**src/rtl/irq_pick_pkg.sv**
```systemverilog
package irq_pick_pkg;

    typedef enum logic [1:0] {
        LVL_USER  = 2'd0,
        LVL_SUPER = 2'd1,
        LVL_RSVD  = 2'd2,
        LVL_MACH  = 2'd3
    } lvl_e;

    // Global gate state for the two handling levels
    typedef struct packed {
        logic mach_open;
        logic super_open;
    } gate_t;

    // Numeric privilege ordering, used for both gates
    function automatic logic lvl_below(input lvl_e cur, input lvl_e ref_lvl);
        return (cur < ref_lvl);
    endfunction

    function automatic logic lvl_at(input lvl_e cur, input lvl_e ref_lvl);
        return (cur == ref_lvl);
    endfunction

endpackage

```
**src/rtl/irq_pick_gate.sv**
```systemverilog
module irq_pick_gate
    import irq_pick_pkg::*;
(
    input  lvl_e  lvl_i,
    input  logic  m_ie_i,
    input  logic  s_ie_i,
    output gate_t gate_o
);

    always_comb begin
        gate_o.mach_open  = lvl_below(lvl_i, LVL_MACH)
                          | (lvl_at(lvl_i, LVL_MACH) & m_ie_i);
        gate_o.super_open = lvl_below(lvl_i, LVL_SUPER)
                          | (lvl_at(lvl_i, LVL_SUPER) & s_ie_i);
    end

endmodule

```
**src/rtl/irq_pick_mask.sv**
```systemverilog
module irq_pick_mask
    import irq_pick_pkg::*;
#(
    parameter int NUM_IRQ = 16
) (
    input  logic [NUM_IRQ-1:0] pend_i,
    input  logic [NUM_IRQ-1:0] en_i,
    input  logic [NUM_IRQ-1:0] deleg_i,
    input  gate_t              gate_i,
    output logic [NUM_IRQ-1:0] final_o
);

    for (genvar b = 0; b < NUM_IRQ; b++) begin : g_bit
        logic cand;
        assign cand = pend_i[b] & en_i[b];
        assign final_o[b] = cand & (deleg_i[b] ? gate_i.super_open : gate_i.mach_open);
    end

endmodule

```
**src/rtl/irq_pick_lowest.sv**
```systemverilog
module irq_pick_lowest #(
    parameter int NUM_IRQ = 16,
    parameter int IDX_W   = (NUM_IRQ > 1) ? $clog2(NUM_IRQ) : 1
) (
    input  logic [NUM_IRQ-1:0] set_i,
    output logic               found_o,
    output logic [IDX_W-1:0]   idx_o
);

    // Scan from the top down so the lowest set bit is written last
    always_comb begin
        idx_o = '0;
        for (int k = NUM_IRQ - 1; k >= 0; k--) begin
            if (set_i[k]) begin
                idx_o = IDX_W'(k);
            end
        end
        found_o = |set_i;
    end

endmodule

```
**src/rtl/irq_pick.sv**
```systemverilog
module irq_pick
    import irq_pick_pkg::*;
#(
    parameter int NUM_IRQ = 16,
    parameter int IDX_W   = (NUM_IRQ > 1) ? $clog2(NUM_IRQ) : 1
) (
    input  logic               clk_i,
    input  logic               rst_i,
    input  logic [NUM_IRQ-1:0] pend_i,
    input  logic [NUM_IRQ-1:0] en_i,
    input  logic [NUM_IRQ-1:0] deleg_i,
    input  logic [1:0]         priv_i,
    input  logic               m_ie_i,
    input  logic               s_ie_i,
    output logic               irq_valid_o,
    output logic [IDX_W-1:0]   irq_idx_o
);

    lvl_e               lvl;
    gate_t              gate;
    logic [NUM_IRQ-1:0] final_set;
    logic               found;
    logic [IDX_W-1:0]   idx_next;

    assign lvl = lvl_e'(priv_i);

    irq_pick_gate u_gate (
        .lvl_i  (lvl),
        .m_ie_i (m_ie_i),
        .s_ie_i (s_ie_i),
        .gate_o (gate)
    );

    irq_pick_mask #(.NUM_IRQ(NUM_IRQ)) u_mask (
        .pend_i  (pend_i),
        .en_i    (en_i),
        .deleg_i (deleg_i),
        .gate_i  (gate),
        .final_o (final_set)
    );

    irq_pick_lowest #(.NUM_IRQ(NUM_IRQ), .IDX_W(IDX_W)) u_low (
        .set_i   (final_set),
        .found_o (found),
        .idx_o   (idx_next)
    );

    always_ff @(posedge clk_i) begin
        if (rst_i) begin
            irq_valid_o <= 1'b0;
            irq_idx_o   <= '0;
        end else begin
            irq_valid_o <= found;
            irq_idx_o   <= found ? idx_next : '0;
        end
    end

    // a reported source was pending and enabled
    a_r1_cand_was_live: assert property (@(posedge clk_i) disable iff (rst_i)
        irq_valid_o |-> ((($past(pend_i & en_i)) >> irq_idx_o) & NUM_IRQ'(1)) != '0);

    // machine level with its enable clear takes nothing
    a_r2_mach_closed: assert property (@(posedge clk_i) disable iff (rst_i)
        ($past(priv_i) == 2'd3 && !$past(m_ie_i)) |-> !irq_valid_o);

    // delegated source reported only when supervisor gate was open
    a_r3_super_gate: assert property (@(posedge clk_i) disable iff (rst_i)
        (irq_valid_o && (((($past(deleg_i)) >> irq_idx_o) & NUM_IRQ'(1)) != '0))
        |-> ($past(priv_i) == 2'd0 || ($past(priv_i) == 2'd1 && $past(s_ie_i))));

    // the reported bit is in the gated set and nothing lower is
    a_r5_lowest: assert property (@(posedge clk_i) disable iff (rst_i)
        irq_valid_o |-> (($past(final_set) & ((NUM_IRQ'(1) << irq_idx_o) - NUM_IRQ'(1))) == '0
                         && ((($past(final_set)) >> irq_idx_o) & NUM_IRQ'(1)) != '0));

    // an empty gated set gives no valid and a zero index
    a_r6_empty: assert property (@(posedge clk_i) disable iff (rst_i)
        ($past(final_set) == '0) |-> (!irq_valid_o && irq_idx_o == '0));

    // reset clears outputs at the next edge
    a_r8_reset: assert property (@(posedge clk_i)
        $past(rst_i) |-> (!irq_valid_o && irq_idx_o == '0));

endmodule

```
**config.mk**
```make
export PLATFORM = sky130hd
export DESIGN_NAME = irq_pick
export DESIGN_NICKNAME = d
export VERILOG_FILES = /design/src/rtl/irq_pick_pkg.sv /design/src/rtl/irq_pick_gate.sv /design/src/rtl/irq_pick_mask.sv /design/src/rtl/irq_pick_lowest.sv /design/src/rtl/irq_pick.sv
export SDC_FILE = /design/constraint.sdc
export NUM_CORES = 1
export LEC_CHECK = 0
export ABC_AREA = 1
export BUFFER_PORTS_ARGS = -buffer_cell sky130_fd_sc_hd__buf_2
export CAP_MARGIN = 20
export CORE_AREA = 2 2 46 48
export DETAILED_ROUTE_END_ITERATION = 8
export DIE_AREA = 0 0 48 50
export PLACE_DENSITY = 0.74
export SLEW_MARGIN = 25
export SYNTH_ARGS = -nofsm -noshare
export SYNTH_HDL_FRONTEND = slang
export SYNTH_SLANG_ARGS = --single-unit
```
**constraint.sdc**
```tcl
create_clock -name clk_i -period 1.8 [get_ports clk_i]
set_input_delay 0.36 -clock clk_i [delete_from_list [all_inputs] [get_ports clk_i]]
set_output_delay 0.36 -clock clk_i [all_outputs]
set_load 0.05 [all_outputs]
```
==> run_results.csv <==
group,metric,value,unit
status,status,"complete, no violations",
global_routing,grt.overflow.total,0,
worst_setup_path,crit_arrival,1.71,ns
yosys,syn_nets,156,
sta,holdWs,0.290,ns
yosys,avgSynthCellArea,6.31,um^2
layout,n_fill_cell,211,
sta,worst_pin_slew,0.258,ns
yosys,syn_area,643,um^2
global_routing,grt_usage,15.4,%
floorplanning,start_util,33.8,%
detailed_routing,totalWireLength,1780,um
place,post-place-cells,188,
detailed_routing,ant_nets,0,
sta,fin_crit_sh,86.2,%
worst_setup_path,worst-path-stages,13,
clocking,cts.sinks,5,
worst_setup_path,path_class,"input port to flip-flop",
sta,drv_slew,0,
worst_setup_path,crit_buf_inv,4,
yosys,synth.top_cell.area_share,22.8,%
clocking,cts_resized,0,
floorplanning,row_count,16,
sta,final.min_clock_period,1.55,ns
worst_setup_path,cp_top_family,"simple AND/OR/NAND/NOR gates",
floorplanning,die_y,50,um
clocking,cts_root_buf,"clkbuf_4",
clocking,cts_made_buffers,3,
global_routing,antenna_found_initial,0,
clocking,h-tree-depth,1,
detailed_routing,routedWlPerCell,9.25,um
yosys,ys_types,22,
worst_setup_path,crit_fanout,7,
layout,drive_gt1_share,50.3,%
clocking,cts_tree,"done",
layout,nets,220,
sta,relSlewSlack,82.6,%
layout,final_cells,192,
sta,rsz0062_at_grt,"no",
layout,diodes,0,
clocking,post-cts-setup-buffer-count,0,
worst_setup_path,cpMostUsedCell,"nand2_1",
global_routing,grt_max_degree,13,
yosys,synth_area_leader_cell,"nand2_1",
floorplanning,fp.dieW,48,um
sta,setup_viol,0,
sta,max_freq,0.644,GHz
yosys,synth_area_leaders,"nand2_1, dfxtp_1, o2111ai_2, inv_1, o2111ai_1",
clocking,clk_pin_slew,0.04,ns
sta,setup_tns,0,ns
floorplanning,die_area,2400,um^2
yosys,synth_warnings,0,
global_routing,first_global_vias,816,
floorplanning,core-area,1900,um^2
worst_setup_path,setup.worst_path.start,"priv_i[1]",
detailed_routing,initialDrtViolationCount,13,
worst_setup_path,worstPathRequired,1.96,ns
worst_setup_path,end_kind,"flip-flop",
yosys,ys_ff_latch,5,
worst_setup_path,crit_path_max_incr_delay,0.19,ns
yosys,ys_seq_area_share,15.6,%
worst_setup_path,path_cells,"buf_2 > inv_1 > nand2_2 > buf_4 > nand2_1 > o2111ai_1 > nand2_1 > inv_2 > nand2_2 > nor2_1 > a21oi_2 > nand2_1 > nor3b_2",
hold_path,hold_path.class,"input port to flip-flop",
floorplanning,ios,59,
place,place_hpwl,1620,um
detailed_routing,vias,872,
power,powerDensity,501,nW/um^2
clocking,hold_buffers,0,
power,vdd_drop_max,0.201,mV
worst_setup_path,cp-start-kind,"input port",
global_routing,grt_pass1_wl,2820,um
sta,hold_violations,0,
detailed_routing,avgViaCountPerCell,4.54,
layout,area_growth,54.5,%
worst_setup_path,slowest_stage,"nor3b_2",
place,gp_congestion,0.744,
place,port-buffer-count,58,
detailed_routing,drc,0,
worst_setup_path,endpoint,"irq_idx_o[1]",
detailed_routing,dr.pass1.iters,4,
yosys,synthCells,102,
power,p_leak,0.580,nW
clocking,cts_buffer_depth,2,
job,drv_cap,0,
power,power,0.497,mW
synth_stat cells (all sizes together):
cell type and number:
o21ai 2, nand3 2, o211ai 3, nand2 43
dfxtp 5, buf 2, a21oi 7, inv 15
a21boi 1, nor3b 1, o2111ai 9, a31oi 1
nor3 1, nor2 7, nand4 3
power by group:
part / switching, mW / internal, mW / total, mW
clock network: 0.0441 / 0.0837 / 0.128
registers: 0.00240 / 0.122 / 0.125
logic: 0.145 / 0.0999 / 0.245
total: 0.192 / 0.306 / 0.497
per-layer routing:
metal / GRT usage, % / vias to the layer above / wire [um]
li1: - / 471 / -
met3: 0 / 0 / 153
met1: 18.1 / 361 / 724
met4: 6.76 / 0 / 0
met2: 27.6 / 40 / 898
met5: 0 / - / 0
stage by stage:
step / instance area, um^2 / worst slack (ns) / util, %
after floorplan: 643 / 0.265 / -
after global placement: 967 / 0.0622 / 50.9
after detailed placement: 967 / -0.00680 / 50.9
after CTS: 993 / 0.237 / 52.2
after global routing: 993 / 0.0972 / 52.2
final: 993 / 0.248 / 52.2
kinds of logic after synthesis:
logic type      synth area share (%)
simple gates                    39.9
flops                           15.6
buf+inv                         12.3
compound gates                  32.3
how the worst min path moves through the flow:
stage,start,endpoint,cells after the start
CTS,rst_i,irq_valid_o,2
global placement,rst_i,irq_valid_o,2
global route,rst_i,irq_valid_o,2
detailed placement,rst_i,irq_valid_o,2
finish,rst_i,irq_valid_o,2
floorplan,rst_i,irq_valid_o,1
final cells by class:
cell class              instances  area [um^2]  share of cell area, %
repair buffers                 61          313                   31.5
flip-flops and latches          5          100                   10.1
clock buffers                   4         26.3                   2.64
multi-input cells              80          464                   46.7
well taps                      27         33.8                   3.40
inverters                      15         56.3                   5.67
registers in the layout, indices dropped and copies added, names as in the netlist:
name         count
irq_idx_o        4
irq_valid_o      1
cell usage in the layout, fill, tap and decap left out:
cell / Yosys / layout
buf_2: 0 / 58
nand2_1: 39 / 39
inv_1: 12 / 12
nor2_1: 6 / 6
o2111ai_2: 5 / 5
dfxtp_1: 5 / 5
nand2_2: 4 / 4
o2111ai_1: 4 / 4
a21oi_1: 4 / 4
inv_2: 3 / 3
nand4_1: 3 / 3
a21oi_2: 3 / 3
clkbuf_4: 0 / 3
buf_4: 0 / 3
nand3_1: 2 / 2
o211ai_1: 2 / 2
nor2_4: 1 / 1
a21boi_0: 1 / 1
o211ai_2: 1 / 1
o21ai_0: 1 / 1
nor3_2: 1 / 1
a31oi_1: 1 / 1
o21ai_1: 1 / 1
nor3b_2: 1 / 1
clkbuf_1: 0 / 1
(Power assumes the default switching activity.)
